$ cat config.mk
export PLATFORM = sky130hd
export DESIGN_NAME = i2c_reg_target
export DESIGN_NICKNAME = d
export VERILOG_FILES = /design/src/rtl/i2c_reg_pkg.sv /design/src/rtl/i2c_line_sync.sv /design/src/rtl/i2c_target_fsm.sv /design/src/rtl/i2c_reg_target.sv
export SDC_FILE = /design/constraint.sdc
export NUM_CORES = 1
export LEC_CHECK = 0
export ABC_AREA = 0
export BUFFER_PORTS_ARGS = -buffer_cell sky130_fd_sc_hd__buf_2
export CAP_MARGIN = 30
export CORE_MARGIN = 2
export CORE_UTILIZATION = 37
export CTS_CLUSTER_SIZE = 20
export DETAILED_ROUTE_END_ITERATION = 7
export PLACE_DENSITY_LB_ADDON = 0.25
export SLEW_MARGIN = 25
export SYNTH_ARGS = -nofsm -noshare
export SYNTH_HDL_FRONTEND = slang
export SYNTH_SLANG_ARGS = --single-unit
$ cat constraint.sdc
create_clock -name clk -period 4.2 [get_ports clk]
set_input_delay 0.42 -clock clk [delete_from_list [all_inputs] [get_ports clk]]
set_output_delay 0.42 -clock clk [all_outputs]
set_load 0.02 [all_outputs]
$ cat src/rtl/i2c_reg_pkg.sv
package i2c_reg_pkg;

  localparam int REG_AW = 8;
  localparam int BYTE_W = 8;

  typedef enum logic [3:0] {
    ST_IDLE,
    ST_DEV,
    ST_DEV_ACK,
    ST_REG,
    ST_REG_ACK,
    ST_WDATA,
    ST_WDATA_ACK,
    ST_RDATA,
    ST_RD_RESP,
    ST_IGNORE
  } tgt_state_e;

endpackage

$ cat src/rtl/i2c_line_sync.sv
module i2c_line_sync #(
  parameter int SYNC_STAGES = 2
) (
  input  logic clk,
  input  logic rst,
  input  logic scl_in,
  input  logic sda_in,
  output logic sda_lvl,
  output logic scl_rise,
  output logic scl_fall,
  output logic bus_start,
  output logic bus_stop
);

  logic [SYNC_STAGES-1:0] scl_pipe;
  logic [SYNC_STAGES-1:0] sda_pipe;
  logic scl_q, sda_q;
  logic scl_s, sda_s;

  // synchronizer chain, idle bus level is high
  always_ff @(posedge clk) begin
    if (rst) begin
      scl_pipe[0] <= 1'b1;
      sda_pipe[0] <= 1'b1;
    end else begin
      scl_pipe[0] <= scl_in;
      sda_pipe[0] <= sda_in;
    end
  end

  generate
    for (genvar g = 1; g < SYNC_STAGES; g++) begin : g_stage
      always_ff @(posedge clk) begin
        if (rst) begin
          scl_pipe[g] <= 1'b1;
          sda_pipe[g] <= 1'b1;
        end else begin
          scl_pipe[g] <= scl_pipe[g-1];
          sda_pipe[g] <= sda_pipe[g-1];
        end
      end
    end
  endgenerate

  assign scl_s = scl_pipe[SYNC_STAGES-1];
  assign sda_s = sda_pipe[SYNC_STAGES-1];

  always_ff @(posedge clk) begin
    if (rst) begin
      scl_q <= 1'b1;
      sda_q <= 1'b1;
    end else begin
      scl_q <= scl_s;
      sda_q <= sda_s;
    end
  end

  assign sda_lvl   = sda_s;
  assign scl_rise  = scl_s & ~scl_q;
  assign scl_fall  = ~scl_s & scl_q;
  assign bus_start = scl_s & scl_q & sda_q & ~sda_s;
  assign bus_stop  = scl_s & scl_q & ~sda_q & sda_s;

endmodule

$ cat src/rtl/i2c_target_fsm.sv
module i2c_target_fsm
  import i2c_reg_pkg::*;
#(
  parameter logic [6:0] DEV_ADDR = 7'h2A,
  parameter int         NUM_REGS = 16
) (
  input  logic              clk,
  input  logic              rst,
  input  logic              sda_lvl,
  input  logic              scl_rise,
  input  logic              scl_fall,
  input  logic              bus_start,
  input  logic              bus_stop,
  output logic              sda_oe,
  output logic              rf_wr_en,
  output logic [REG_AW-1:0] rf_addr,
  output logic [BYTE_W-1:0] rf_wdata,
  input  logic [BYTE_W-1:0] rf_rdata
);

  localparam int CNT_W = $clog2(BYTE_W + 1);
  localparam logic [CNT_W-1:0] BYTE_DONE = CNT_W'(BYTE_W);

  tgt_state_e        state;
  logic [BYTE_W-1:0] rx_sh;
  logic [BYTE_W-1:0] tx_sh;
  logic [CNT_W-1:0]  bit_cnt;
  logic              dir_rd;
  logic [REG_AW-1:0] ptr;
  logic              rx_state;
  logic              ptr_valid;
  logic              reg_valid;

  assign rx_state  = (state == ST_DEV) || (state == ST_REG) || (state == ST_WDATA);
  assign ptr_valid = (32'(ptr) < NUM_REGS);
  assign reg_valid = (32'(rx_sh) < NUM_REGS);
  assign rf_addr   = ptr;

  always_ff @(posedge clk) begin
    if (rst) begin
      state    <= ST_IDLE;
      rx_sh    <= '0;
      tx_sh    <= '0;
      bit_cnt  <= '0;
      dir_rd   <= 1'b0;
      ptr      <= '0;
      sda_oe   <= 1'b0;
      rf_wr_en <= 1'b0;
      rf_wdata <= '0;
    end else begin
      rf_wr_en <= 1'b0;
      if (bus_stop) begin
        state   <= ST_IDLE;
        sda_oe  <= 1'b0;
        bit_cnt <= '0;
      end else if (bus_start) begin
        state   <= ST_DEV;
        sda_oe  <= 1'b0;
        bit_cnt <= '0;
      end else if (rx_state) begin
        if (scl_rise && bit_cnt != BYTE_DONE) begin
          rx_sh   <= {rx_sh[BYTE_W-2:0], sda_lvl};
          bit_cnt <= bit_cnt + 1'b1;
        end else if (scl_fall && bit_cnt == BYTE_DONE) begin
          bit_cnt <= '0;
          case (state)
            ST_DEV: begin
              if (rx_sh[7:1] == DEV_ADDR) begin
                dir_rd <= rx_sh[0];
                sda_oe <= 1'b1;
                state  <= ST_DEV_ACK;
              end else begin
                state <= ST_IGNORE;
              end
            end
            ST_REG: begin
              if (reg_valid) begin
                ptr    <= rx_sh;
                sda_oe <= 1'b1;
                state  <= ST_REG_ACK;
              end else begin
                state <= ST_IGNORE;
              end
            end
            default: begin
              if (ptr_valid) begin
                rf_wr_en <= 1'b1;
                rf_wdata <= rx_sh;
                sda_oe   <= 1'b1;
                state    <= ST_WDATA_ACK;
              end else begin
                state <= ST_IGNORE;
              end
            end
          endcase
        end
      end else begin
        case (state)
          ST_DEV_ACK: begin
            if (scl_fall) begin
              if (dir_rd) begin
                tx_sh   <= rf_rdata;
                sda_oe  <= ~rf_rdata[BYTE_W-1];
                bit_cnt <= CNT_W'(1);
                state   <= ST_RDATA;
              end else begin
                sda_oe <= 1'b0;
                state  <= ST_REG;
              end
            end
          end
          ST_REG_ACK: begin
            if (scl_fall) begin
              sda_oe <= 1'b0;
              state  <= ST_WDATA;
            end
          end
          ST_WDATA_ACK: begin
            if (scl_fall) begin
              sda_oe <= 1'b0;
              if (ptr != '0) ptr <= ptr + 1'b1;
              state <= ST_WDATA;
            end
          end
          ST_RDATA: begin
            if (scl_fall) begin
              if (bit_cnt == BYTE_DONE) begin
                sda_oe  <= 1'b0;
                bit_cnt <= '0;
                state   <= ST_RD_RESP;
              end else begin
                tx_sh   <= {tx_sh[BYTE_W-2:0], 1'b0};
                sda_oe  <= ~tx_sh[BYTE_W-2];
                bit_cnt <= bit_cnt + 1'b1;
              end
            end
          end
          ST_RD_RESP: begin
            if (scl_rise) state <= ST_IGNORE;
          end
          default: ;
        endcase
      end
    end
  end

  AST_START_RESTART: assert property (@(posedge clk) disable iff (rst)
    (bus_start && !bus_stop) |=> (state == ST_DEV));
  AST_STOP_ABORT: assert property (@(posedge clk) disable iff (rst)
    bus_stop |=> (state == ST_IDLE && !sda_oe && !rf_wr_en));
  AST_WR_PULSE: assert property (@(posedge clk) disable iff (rst)
    rf_wr_en |=> !rf_wr_en);
  AST_WR_RANGE: assert property (@(posedge clk) disable iff (rst)
    rf_wr_en |-> (32'(rf_addr) < NUM_REGS));
  AST_PTR_ZERO_HOLD: assert property (@(posedge clk) disable iff (rst)
    (rf_wr_en && rf_addr == '0) |=> (rf_addr == '0));
  AST_PTR_STEP: assert property (@(posedge clk) disable iff (rst)
    (state == ST_WDATA && !$stable(rf_addr)) |-> (rf_addr == $past(rf_addr) + 1'b1));
  AST_OE_IDLE: assert property (@(posedge clk) disable iff (rst)
    (state == ST_IDLE || state == ST_IGNORE) |-> !sda_oe);

endmodule

$ cat src/rtl/i2c_reg_target.sv
module i2c_reg_target
  import i2c_reg_pkg::*;
#(
  parameter logic [6:0] DEV_ADDR    = 7'h2A,
  parameter int         NUM_REGS    = 16,
  parameter int         SYNC_STAGES = 2
) (
  input  logic       clk,
  input  logic       rst,
  input  logic       scl_in,
  input  logic       sda_in,
  output logic       sda_oe,
  output logic       rf_wr_en,
  output logic [7:0] rf_addr,
  output logic [7:0] rf_wdata,
  input  logic [7:0] rf_rdata
);

  logic sda_lvl, scl_rise, scl_fall, bus_start, bus_stop;

  i2c_line_sync #(
    .SYNC_STAGES(SYNC_STAGES)
  ) u_sync (
    .clk      (clk),
    .rst      (rst),
    .scl_in   (scl_in),
    .sda_in   (sda_in),
    .sda_lvl  (sda_lvl),
    .scl_rise (scl_rise),
    .scl_fall (scl_fall),
    .bus_start(bus_start),
    .bus_stop (bus_stop)
  );

  i2c_target_fsm #(
    .DEV_ADDR(DEV_ADDR),
    .NUM_REGS(NUM_REGS)
  ) u_fsm (
    .clk      (clk),
    .rst      (rst),
    .sda_lvl  (sda_lvl),
    .scl_rise (scl_rise),
    .scl_fall (scl_fall),
    .bus_start(bus_start),
    .bus_stop (bus_stop),
    .sda_oe   (sda_oe),
    .rf_wr_en (rf_wr_en),
    .rf_addr  (rf_addr),
    .rf_wdata (rf_wdata),
    .rf_rdata (rf_rdata)
  );

endmodule

==> results of run 1 <==
sequential cells by signal, indices dropped and copies added (netlist names):
| name | cells |
|---|---|
| u_fsm.state | 4 |
| u_sync.scl_s | 1 |
| u_fsm.sda_oe | 1 |
| u_fsm.rf_addr | 8 |
| u_sync.scl_pipe | 1 |
| u_sync.sda_q | 1 |
| u_sync.sda_lvl | 1 |
| u_sync.sda_pipe | 1 |
| u_fsm.tx_sh | 7 |
| u_fsm.dir_rd | 1 |
| u_fsm.bit_cnt | 4 |
| u_fsm.rf_wdata | 8 |
| u_sync.scl_q | 1 |
| u_fsm.rf_wr_en | 1 |
| u_fsm.rx_sh | 8 |
cell usage in the layout, fill, tap and decap left out, types with 2 or more instances in the layout:
cell type and instances:
a211oi_1 9, a21oi_1 10, a22o_1 2, a22oi_1 3, a22oi_2 2, a2bb2oi_1 3
a31o_2 2, a31oi_1 2, and3_1 5, buf_2 29, buf_4 2, bufinv_16 2
clkbuf_8 5, dfxtp_1 48, ha_1 4, inv_1 11, mux2i_1 28, nand2_1 15
nand2b_1 5, nand3_1 14, nand4_1 2, nor2_1 44, nor2b_1 4, nor3_1 7
nor4_1 3, o21ai_0 12, o21bai_1 2, o22ai_1 2, or2_2 6
per-layer routing:
layer  track usage [%]  vias to the layer above
met3              3.40                        5
met1              22.5                      918
li1                  -                     1049
met4              4.62                        0
met2              23.2                       41
met5                 0                        -
power by group:
group          internal (mW)  total [mW]  switching [mW]  leakage, nW
Combinational         0.0182      0.0435          0.0253        0.737
Sequential             0.459       0.464         0.00527        0.388
Clock                  0.240       0.408           0.168       0.0687
Total                  0.717       0.915           0.199         1.19
layout make-up:
| class | count | area (µm²) | share of cell area [%] |
|---|---|---|---|
| Multi-Input combinational cell | 208 | 1340 | 49.0 |
| Inverter | 11 | 41.3 | 1.51 |
| Clock inverter | 3 | 68.8 | 2.51 |
| Timing Repair Buffer | 31 | 160 | 5.85 |
| Clock buffer | 5 | 68.8 | 2.51 |
| Sequential cell | 48 | 961 | 35.1 |
| Tap cell | 77 | 96.3 | 3.52 |
path summary, 6_finish.rpt:
kind	from	to	cells past startpoint
setup reg to reg	u_fsm.state[3]	u_fsm.rf_addr[7]	7
hold / removal	scl_in	u_sync.scl_pipe[0]	2
setup / recovery	u_fsm.state[3]	u_fsm.rf_addr[7]	7
hold reg to reg	u_sync.sda_pipe[0]	u_sync.sda_lvl	1
cell families after synthesis:
family,Yosys count,share of synthesized area (%)
fa+ha+maj,4,2.07
compound gates,61,18.2
simple gates,114,23.1
buf+inv,25,5.02
flops,48,39.7
xor+xnor,1,0.362
mux,28,11.6
through the flow:
step	utilization [%]	total power, mW	hold WS [ps]
floorplan	-	0.505	389
global placement	40.9	0.517	394
detailed placement	40.9	0.517	392
CTS	43.1	0.920	286
global route	43.1	0.946	286
finish	43.1	0.915	292
==> results.md, run 1 <==
- Outcome: completed
- Port-buffer cells: 29
- Area share of the largest cell type after synthesis: 39.7%
- Clock sinks: 48
- Drt first-iter violations: 285
- FF+latch count, synth: 48
- Met3 wire length: 213 µm
- CTS max path bufs: 2
- Met2 WL: around 2.3 mm
- First-pass GRT wire length: a little over 9 mm
- Vias per cell: 5.26
- # setup viols final: 0
- Max layer used: met4
- Fill cell count: between 600 and 700
- Die Height: 84.9 µm
- Crit-path slowest cell: a2111o_1
- Ys Warns: 0
- Syn Std Cell Area: ~2400 µm²
- Fin worst setup slack: 1770 ps
- Worst IR Drop VDD: roughly 0.00025 V
- GRT overflow: 0
- Most frequent cell after synthesis: dfxtp_1
- Post-synth top flop: dfxtp_1
- Most frequent cells after synthesis: dfxtp_1 (48), nor2_1 (44), mux2i_1 (28)
- CP Launch Type: register
- CP Capture Type: register
- Area growth syn-to-layout: 13.2%
- CTS clock-pin slew for the worst setup and hold paths: 100 ps
- Fin. Hold Viols: 0
- Post-Syn Area per Cell: around 8.6 µm²
- Top post-synthesis cells by area: dfxtp_1 (40%), mux2i_1 (12%), nor2_1 (6.8%)
- Fin cells: 383
- Pins Over Slew Limit: 0
- Core area: 6350 µm²
- Placed Cells: 375
- Post-synth EDFFs: 0
- H-tree levels: 2
- Power Density: 334 nW/µm²
- Die ar.: 7200 µm²
- Post-CTS Hold Buffers: 0
- Worst slew pin tran: 921 ps
- Vias in the first global route: just under 2000
- Fraction of layout cells with a size suffix above 1: 19.0%
- Data arrival, critical path: 2590 ps
- Setup tns final: 0 ps
- Syn Nets: ~300
- Later-pin clock latency in the skew report: 310 ps
- Clock skew: 8.67 ps
- All-Layer GR Usage: 15.5%
- WL/cell: approximately 14 µm
- Critical path type: register to register
- Row count: 29
- Pre-CTS setup slack: 1820 ps
- Post-Layout Inst Area: 2740 µm²
- DRC: 0
- Initial Utilization: 38.1%
- Drt pass-1 iters: 5
- CP delay by family, top: compound AO/OA/AOI/OAI gates
- WL met1: approximately 2.6 mm
- Io pins: 30
- Fin crit period: 2430 ps
- Register area share after synthesis: roughly two fifths
- Critical Path, Cell by Cell: or3b_1 -> a2111o_1 -> a222oi_1 -> buf_4 -> inv_1 -> o21ai_0 -> a21oi_1
- Max Cap Violations: 0
- Final HPWL DP: 3.66 mm
- Initial antenna violation count: 0
- Hold Crit Class: input pin to register
- CTS resizes: 0
- ANT cells: 0
- Crit share post-route: between 50% and 60%
- Reg2Reg Setup Slack: between 1500 and 2000 ps
- Post-CTS setup buffer count: 0
- Synth area leader: dfxtp_1
- Number of distinct library cells after synthesis: 52
- Required @ worst endpoint: 4360 ps
- Routed WL: 5.22 mm
- Post-Syn Instances: 281
- Post-synth ARST share: 0%
- Via Count: between 2000 and 2500
- Worst-path maximum fanout: 14
- CTS buffer count: 5
- Relative slew slack: a little under two fifths
- Unrepaired setup endpoints after global routing: no
- Post-route ant nets: 0
- Largest net degree at the start of global routing: between 40 and 50
- CP max stage delay: 470 ps
- CTS tree: done
- WP buf/inv: 2
- Post-DP Area: 2600 µm²
- Peak Freq: 0.411 GHz
- Root Buffer: clkbuf_8
- Lkg Pwr: 1.19 nW
- NumNets Final: about 320
- Routability congestion estimate: between 0.9 and 1
- Die width: roughly 85 µm
Power figures use the tool's default switching activity.
==> run 2: changes to the inputs <==
==> constraint.sdc (replaced) <==
create_clock -name clk -period 2.1 [get_ports clk]
set_input_delay 0.21 -clock clk [delete_from_list [all_inputs] [get_ports clk]]
set_output_delay 0.21 -clock clk [all_outputs]
set_load 0.02 [all_outputs]
==> run 2 against run 1 <==
Compared with the run above: the flow now finishes with violations (setup timing); die area stayed put; critical path depth is 3 higher; sequential share of layout area is 2.5 points lower; via count is 8.5% higher; hold slack worse by 200 ps; total power is 77% higher; core utilization is 3.8 points higher; worst setup slack worse by 1800 ps; clock power is 46% higher; sequential cell count stayed put; global-route usage is 0.73 points higher; largest power group unchanged.
==> results.md, run 2 (synthesis gave the netlist of run 1 again) <==
- Post-route ant nets: 0 (unchanged)
- CTS max path bufs: 2 (unchanged)
- Data arrival, critical path: 2330 ps (was 2590 ps)
- Max Cap Violations: 0 (unchanged)
- Lkg Pwr: 1.34 nW (was 1.19 nW)
- Root Buffer: clkbuf_8 (unchanged)
- Pins Over Slew Limit: 0 (unchanged)
- Vias per cell: 5.29 (was 5.26)
- Io pins: 30 (unchanged)
- Fin. Hold Viols: 0 (unchanged)
- Outcome: finished, violations left (was completed)
- Die ar.: 7200 µm² (unchanged)
- ANT cells: 0 (unchanged)
- Placed Cells: 401 (was 375)
- Drt pass-1 iters: 4 (was 5)
- Routed WL: 5.67 mm (was 5.22 mm)
- # setup viols final: 3 (was 0)
- Peak Freq: 0.465 GHz (was 0.411 GHz)
- Failing checks: setup timing
- Largest net degree at the start of global routing: 41 (was 42)
- H-tree levels: 2 (unchanged)
- Port-buffer cells: 29 (unchanged)
- Initial antenna violation count: 0 (unchanged)
- CP max stage delay: 420 ps (was 470 ps)
- Crit-path slowest cell: a222oi_1 (was a2111o_1)
- Unrepaired setup endpoints after global routing: yes (was no)
- All-Layer GR Usage: 16.2% (was 15.5%)
- DRC: 0 (unchanged)
- Fraction of layout cells with a size suffix above 1: 29.8% (was 19.0%)
- Worst slew pin tran: 506 ps (was 921 ps)
- Commonest cells after routing, fill and taps aside: nor2_1 (44), dfxtp_1 (44), buf_4 (31) (was dfxtp_1 (48), nor2_1 (44), buf_2 (29))
- Total power: 1.62 mW (was 0.915 mW)
- Required @ worst endpoint: 2280 ps (was 4360 ps)
- Global Route met3 Usage: 3.31% (was 3.40%)
- First-pass GRT wire length: 9.76 mm (was 9.16 mm)
- Reg-to-Reg End: u_fsm.rf_addr[5] (was u_fsm.rf_addr[7])
- Hold Path Sink: u_sync.scl_pipe[0] (unchanged)
- Fill cell count: 639 (was 631)
- GRT overflow: 0 (unchanged)
- Critical Path, Cell by Cell: inv_2 -> ha_4 -> nor3b_4 -> a2111o_1 -> a222oi_1 -> buf_4 -> buf_4 -> o21ai_2 -> a22oi_2 -> nor2_1 (was or3b_1 -> a2111o_1 -> a222oi_1 -> buf_4 -> inv_1 -> o21ai_0 -> a21oi_1)
- Vias in the first global route: 2059 (was 1932)
- Worst hold margin: 87.6 ps (was 292 ps)
- Power Density: 545 nW/µm² (was 334 nW/µm²)
- Initial Utilization: 38.1% (unchanged)
- Critical path type: register to register (unchanged)
- Crit share post-route: 103% (was 57.9%)
- Finished Core Util: 46.9% (was 43.1%)
- CP Capture Type: register (unchanged)
- Met2 Track Usage GR: 25.3% (was 23.2%)
- Row count: 29 (unchanged)
- Busiest grt layer: met2 (unchanged)
- Final HPWL DP: 3.99 mm (was 3.66 mm)
- Reg2Reg Setup Slack: -50 ps (was 1770 ps)
- Routability congestion estimate: 0.859 (was 0.904)
- Drt first-iter violations: 149 (was 285)
- Die Height: 84.9 µm (unchanged)
- GR Util met1: 23.6% (was 22.5%)
- Post-DP Area: 2820 µm² (was 2600 µm²)
- Die width: 84.9 µm (unchanged)
- Fin worst setup slack: -52.8 ps (was 1770 ps)
- Worst reg2reg path depth: 10 (was 7)
- Worst-path maximum fanout: 7 (was 14)
- Pre-CTS setup slack: -25.3 ps (was 1820 ps)
- WL/cell: 13.7 µm (was 13.6 µm)
- Later-pin clock latency in the skew report: 300 ps (was 310 ps)
- Fin crit period: 2150 ps (was 2430 ps)
- CTS clock-pin slew for the worst setup and hold paths: 90 ps (was 100 ps)
- Setup tns final: -103 ps (was 0 ps)
- Post-Layout Inst Area: 2980 µm² (was 2740 µm²)
- Fin cells: 413 (was 383)
- Clock sinks: 48 (unchanged)
- Worst IR Drop VDD: 0.000315 V (was 0.000248 V)
- FF-to-FF Start: u_fsm.rf_addr[0] (was u_fsm.state[3])
- CTS tree: done (unchanged)
- Worst hold start: scl_in (unchanged)
- Relative slew slack: 66.0% (was 38.2%)
- CTS buffer count: 5 (unchanged)
- Core area: 6350 µm² (unchanged)
- NumNets Final: 351 (was 321)
- Area growth syn-to-layout: 23.1% (was 13.2%)
- Clock skew: 7.63 ps (was 8.67 ps)
- CP Launch Type: register (unchanged)
- Worst path most repeated cell: buf_4
- Worst hold path depth: 2 (unchanged)
- Via Count: 2185 (was 2013)
- Hold Crit Class: input pin to register (unchanged)
==> run 2: changes by cell type in the layout (fill, tap and decap cells not counted), moves of 2 or more <==
| cell | previous run | this run |
|---|---|---|
| buf_4 | 2 | 31 |
| bufinv_16 | 2 | 0 |
| dfxtp_1 | 48 | 44 |
| dfxtp_2 | 0 | 2 |
| dfxtp_4 | 0 | 2 |
| inv_1 | 11 | 8 |
| inv_2 | 0 | 3 |
| o21ai_0 | 12 | 10 |
==> run 2: area by class of cell <==
| class | count | area, µm² | share of cell area, % |
|---|---|---|---|
| clock buffer | 6 | 82.6 | 2.77 |
| clock inverter | 2 | 13.8 | 0.462 |
| inverter | 11 | 41.3 | 1.39 |
| multi-input combinational | 208 | 1380 | 46.2 |
| sequential | 48 | 971 | 32.6 |
| tap | 77 | 96.3 | 3.24 |
| timing repair buffer | 61 | 398 | 13.4 |
==> run 2: report_power, final <==
group          leakage (nW)  switching, mW  internal, mW  total [mW]
logic                 0.906         0.0576        0.0492       0.107
clock network        0.0477          0.327         0.268       0.595
registers             0.390        0.00719         0.915       0.922
total                  1.34          0.391          1.23        1.62
==> run 2: worst max-delay path: cells and delay by family (launching register included) <==
kind	cells	cell delay (ps)
adders and majority gates	1	140
and+or+nand+nor	2	190
buffers and inverters	3	390
AOI/OAI and AO/OA	4	950
DFF	1	360
==> run 2: per-layer routing <==
metal	routed length (µm)	share of wire (%)	vias up
li1	-	-	1115
met1	2860	50	1021
met2	2540	45	44
met3	231	4.1	5
met4	42	0.74	0
met5	0	0	-
==> run 2: how the worst max path moves through the flow <==
stage,slack (ps),cells past startpoint,startpoint,to
6_report,-50,10,u_fsm.rf_addr[0],u_fsm.rf_addr[5]
5_1_grt,-160,9,u_fsm.rf_addr[0],u_fsm.rf_addr[2]
4_1_cts,3,9,u_fsm.rf_addr[0],u_fsm.rf_addr[4]
3_5_place_dp,-30,9,u_fsm.rf_addr[0],u_fsm.rf_addr[4]
3_3_place_gp,30,9,u_fsm.rf_addr[0],u_fsm.rf_addr[4]
2_1_floorplan,-150,9,u_fsm.rf_addr[0],u_fsm.rf_addr[5]
==> run 2: timing repair <==
action,in CTS,in global routing
setup endpoints to repair,4,11
buffers inserted,3,1
gates cloned,1,0
pin swaps,3,6
resized for setup,2,9
hold buffers,0,0
==> run 3: changes to the inputs <==
==> constraint.sdc (replaced) <==
create_clock -name clk -period 2 [get_ports clk]
set_input_delay 0.2 -clock clk [delete_from_list [all_inputs] [get_ports clk]]
set_output_delay 0.2 -clock clk [all_outputs]
set_load 0.02 [all_outputs]
==> run 3 against run 2 <==
Compared with the run above: the run still ends with setup timing left; fmax rose by 0.96%; total power is 13% higher; critical path depth is 1 lower; critical endpoint is now u_fsm.rf_addr[3].
==> results.md, run 3 (synthesis gave the netlist of run 1 again) <==
- Fin crit period: 2130 ps (was 2150 ps)
- CTS clock-pin slew for the worst setup and hold paths: 100 ps (was 90 ps)
- Outcome: finished, violations left (unchanged)
- Largest net degree at the start of global routing: 41 (unchanged)
- Crit share post-route: 107% (was 103%)
- Post-DP Area: 2850 µm² (was 2820 µm²)
- ANT cells: 0 (unchanged)
- H-tree levels: 2 (unchanged)
- Row count: 29 (unchanged)
- Drt pass-1 iters: 4 (unchanged)
- Worst hold margin: 71.5 ps (was 87.6 ps)
- GRT overflow: 0 (unchanged)
- Worst slew pin tran: 427 ps (was 506 ps)
- CTS buffer count: 5 (unchanged)
- Commonest non-fill, non-tap cell in the layout: dfxtp_1
- CP max stage delay: 420 ps (about the same)
- Area growth syn-to-layout: 26.1% (was 23.1%)
- Core area: 6350 µm² (unchanged)
- Routability congestion estimate: 0.887 (was 0.859)
- Max Cap Violations: 0 (unchanged)
- CP delay by family, top: compound AO/OA/AOI/OAI gates (unchanged)
- Post-route ant nets: 0 (unchanged)
- Finished Core Util: 48.0% (was 46.9%)
- Die width: 84.9 µm (unchanged)
- Drt first-iter violations: 126 (was 149)
- Worst IR Drop VDD: 0.000519 V (was 0.000315 V)
- CTS tree: done (unchanged)
- Port-buffer cells: 29 (unchanged)
- Fin worst setup slack: -132 ps (was -52.8 ps)
- WL/cell: 13.7 µm (about the same)
- Commonest cells after routing, fill and taps aside: dfxtp_1 (44), nor2_1 (42), buf_4 (35) (was nor2_1 (44), dfxtp_1 (44), buf_4 (31))
- Lkg Pwr: 1.38 nW (was 1.34 nW)
- First-pass GRT wire length: 9.88 mm (was 9.76 mm)
- Clock sinks: 48 (unchanged)
- Pins Over Slew Limit: 0 (unchanged)
- Unrepaired setup endpoints after global routing: yes (unchanged)
- Later-pin clock latency in the skew report: 310 ps (was 300 ps)
- Via Count: 2188 (was 2185)
- FF+latch area: 971 µm² (unchanged)
- Hold Crit Class: input pin to register (unchanged)
- CP Capture Type: register (unchanged)
- Vias in the first global route: 2125 (was 2059)
- Post-CTS Hold Buffers: 0 (unchanged)
- Failing checks: setup timing (unchanged)
- Initial antenna violation count: 0 (unchanged)
- Fin. Hold Viols: 0 (unchanged)
- Io pins: 30 (unchanged)
- DRC: 0 (unchanged)
- Fill cell count: 624 (was 639)
- Die Height: 84.9 µm (unchanged)
- Final HPWL DP: 4.10 mm (was 3.99 mm)
- Routed WL: 5.73 mm (was 5.67 mm)
- Crit-path slowest cell: a222oi_1 (unchanged)
- Fraction of layout cells with a size suffix above 1: 32.0% (was 29.8%)
- Relative slew slack: 71.3% (was 66.0%)
- WP buf/inv: 2 (was 3)
- Worst-path maximum fanout: 7 (unchanged)
- Die ar.: 7200 µm² (unchanged)
- All-Layer GR Usage: 16.7% (was 16.2%)
- Clock skew: 7.83 ps (was 7.63 ps)
- Multi-input logic area: 1390 µm² (was 1380 µm²)
- Peak Freq: 0.469 GHz (was 0.465 GHz)
- CTS max path bufs: 2 (unchanged)
- Required @ worst endpoint: 2190 ps (was 2280 ps)
- # setup viols final: 7 (was 3)
- CP Launch Type: register (unchanged)
- Pre-CTS setup slack: -141 ps (was -25.3 ps)
- Initial Utilization: 38.1% (unchanged)
- Critical Path, Cell by Cell: inv_2 -> ha_4 -> nor3b_4 -> a2111o_1 -> a222oi_1 -> buf_4 -> o21ai_2 -> a22oi_1 -> nor2_1 (was inv_2 -> ha_4 -> nor3b_4 -> a2111o_1 -> a222oi_1 -> buf_4 -> buf_4 -> o21ai_2 -> a22oi_2 -> nor2_1)
- NumNets Final: 356 (was 351)
- Post-Layout Inst Area: 3050 µm² (was 2980 µm²)
- Power Density: 600 nW/µm² (was 545 nW/µm²)
- Data arrival, critical path: 2330 ps (about the same)
- Vias per cell: 5.23 (was 5.29)
- Root Buffer: clkbuf_8 (unchanged)
- Critical path type: register to register (unchanged)
[run 3: path summary, 6_finish.rpt]
path,from,endpoint,slack (ps),cells after the start
min reg2reg,u_sync.scl_pipe[0],u_sync.scl_s,420,1
max reg2reg,u_fsm.rf_addr[1],u_fsm.rf_addr[3],-130,9
max,u_fsm.rf_addr[1],u_fsm.rf_addr[3],-130,9
min,sda_in,u_sync.sda_pipe[0],70,2
[run 3: layer usage]
layer	part of all wire [%]	global-route usage [%]	vias to the layer above
li1	-	-	1120
met1	49	23.6	1008
met2	45	25.8	49
met3	4.3	3.21	11
met4	1.9	5.63	0
met5	0	0	-
[run 3: worst reg2reg max path, cell delays in order (launching register included)]
cell and delay (ps):
dfxtp_4 360, inv_2 40, ha_4 150, nor3b_4 140, a2111o_1 380, a222oi_1 420, buf_4 240, o21ai_2 60
a22oi_1 170, nor2_1 60
[run 3: area by class of cell]
cell class	instances	share of cell area (%)
clock inverter	3	1.64
tap	77	3.16
sequential	48	31.8
multi-input combinational	208	45.7
inverter	11	1.35
clock buffer	5	2.26
timing repair buffer	66	14.1
[run 3: metrics by stage]
stage | power [mW] | TNS, ps | cells
floorplan | 1.06 | -1360 | 281
global placement | 1.10 | -292 | 406
detailed placement | 1.10 | -821 | 406
CTS | 1.85 | -810 | 417
global route | 1.91 | -1650 | 418
finish | 1.83 | -705 | 418
[run 3: what timing repair did]
action                                  4_1_cts  5_1_grt
resized for setup                             8       10
gates cloned                                  1        0
endpoints found under the setup margin       16       25
pin swaps                                     8        3
buffers inserted                              2        2
[run 3: where the power goes]
group	internal [mW]	switching, mW	total [mW]
sequential	0.961	0.00686	0.968
combinational	0.0499	0.0619	0.112
clock	0.386	0.366	0.752
total	1.40	0.435	1.83
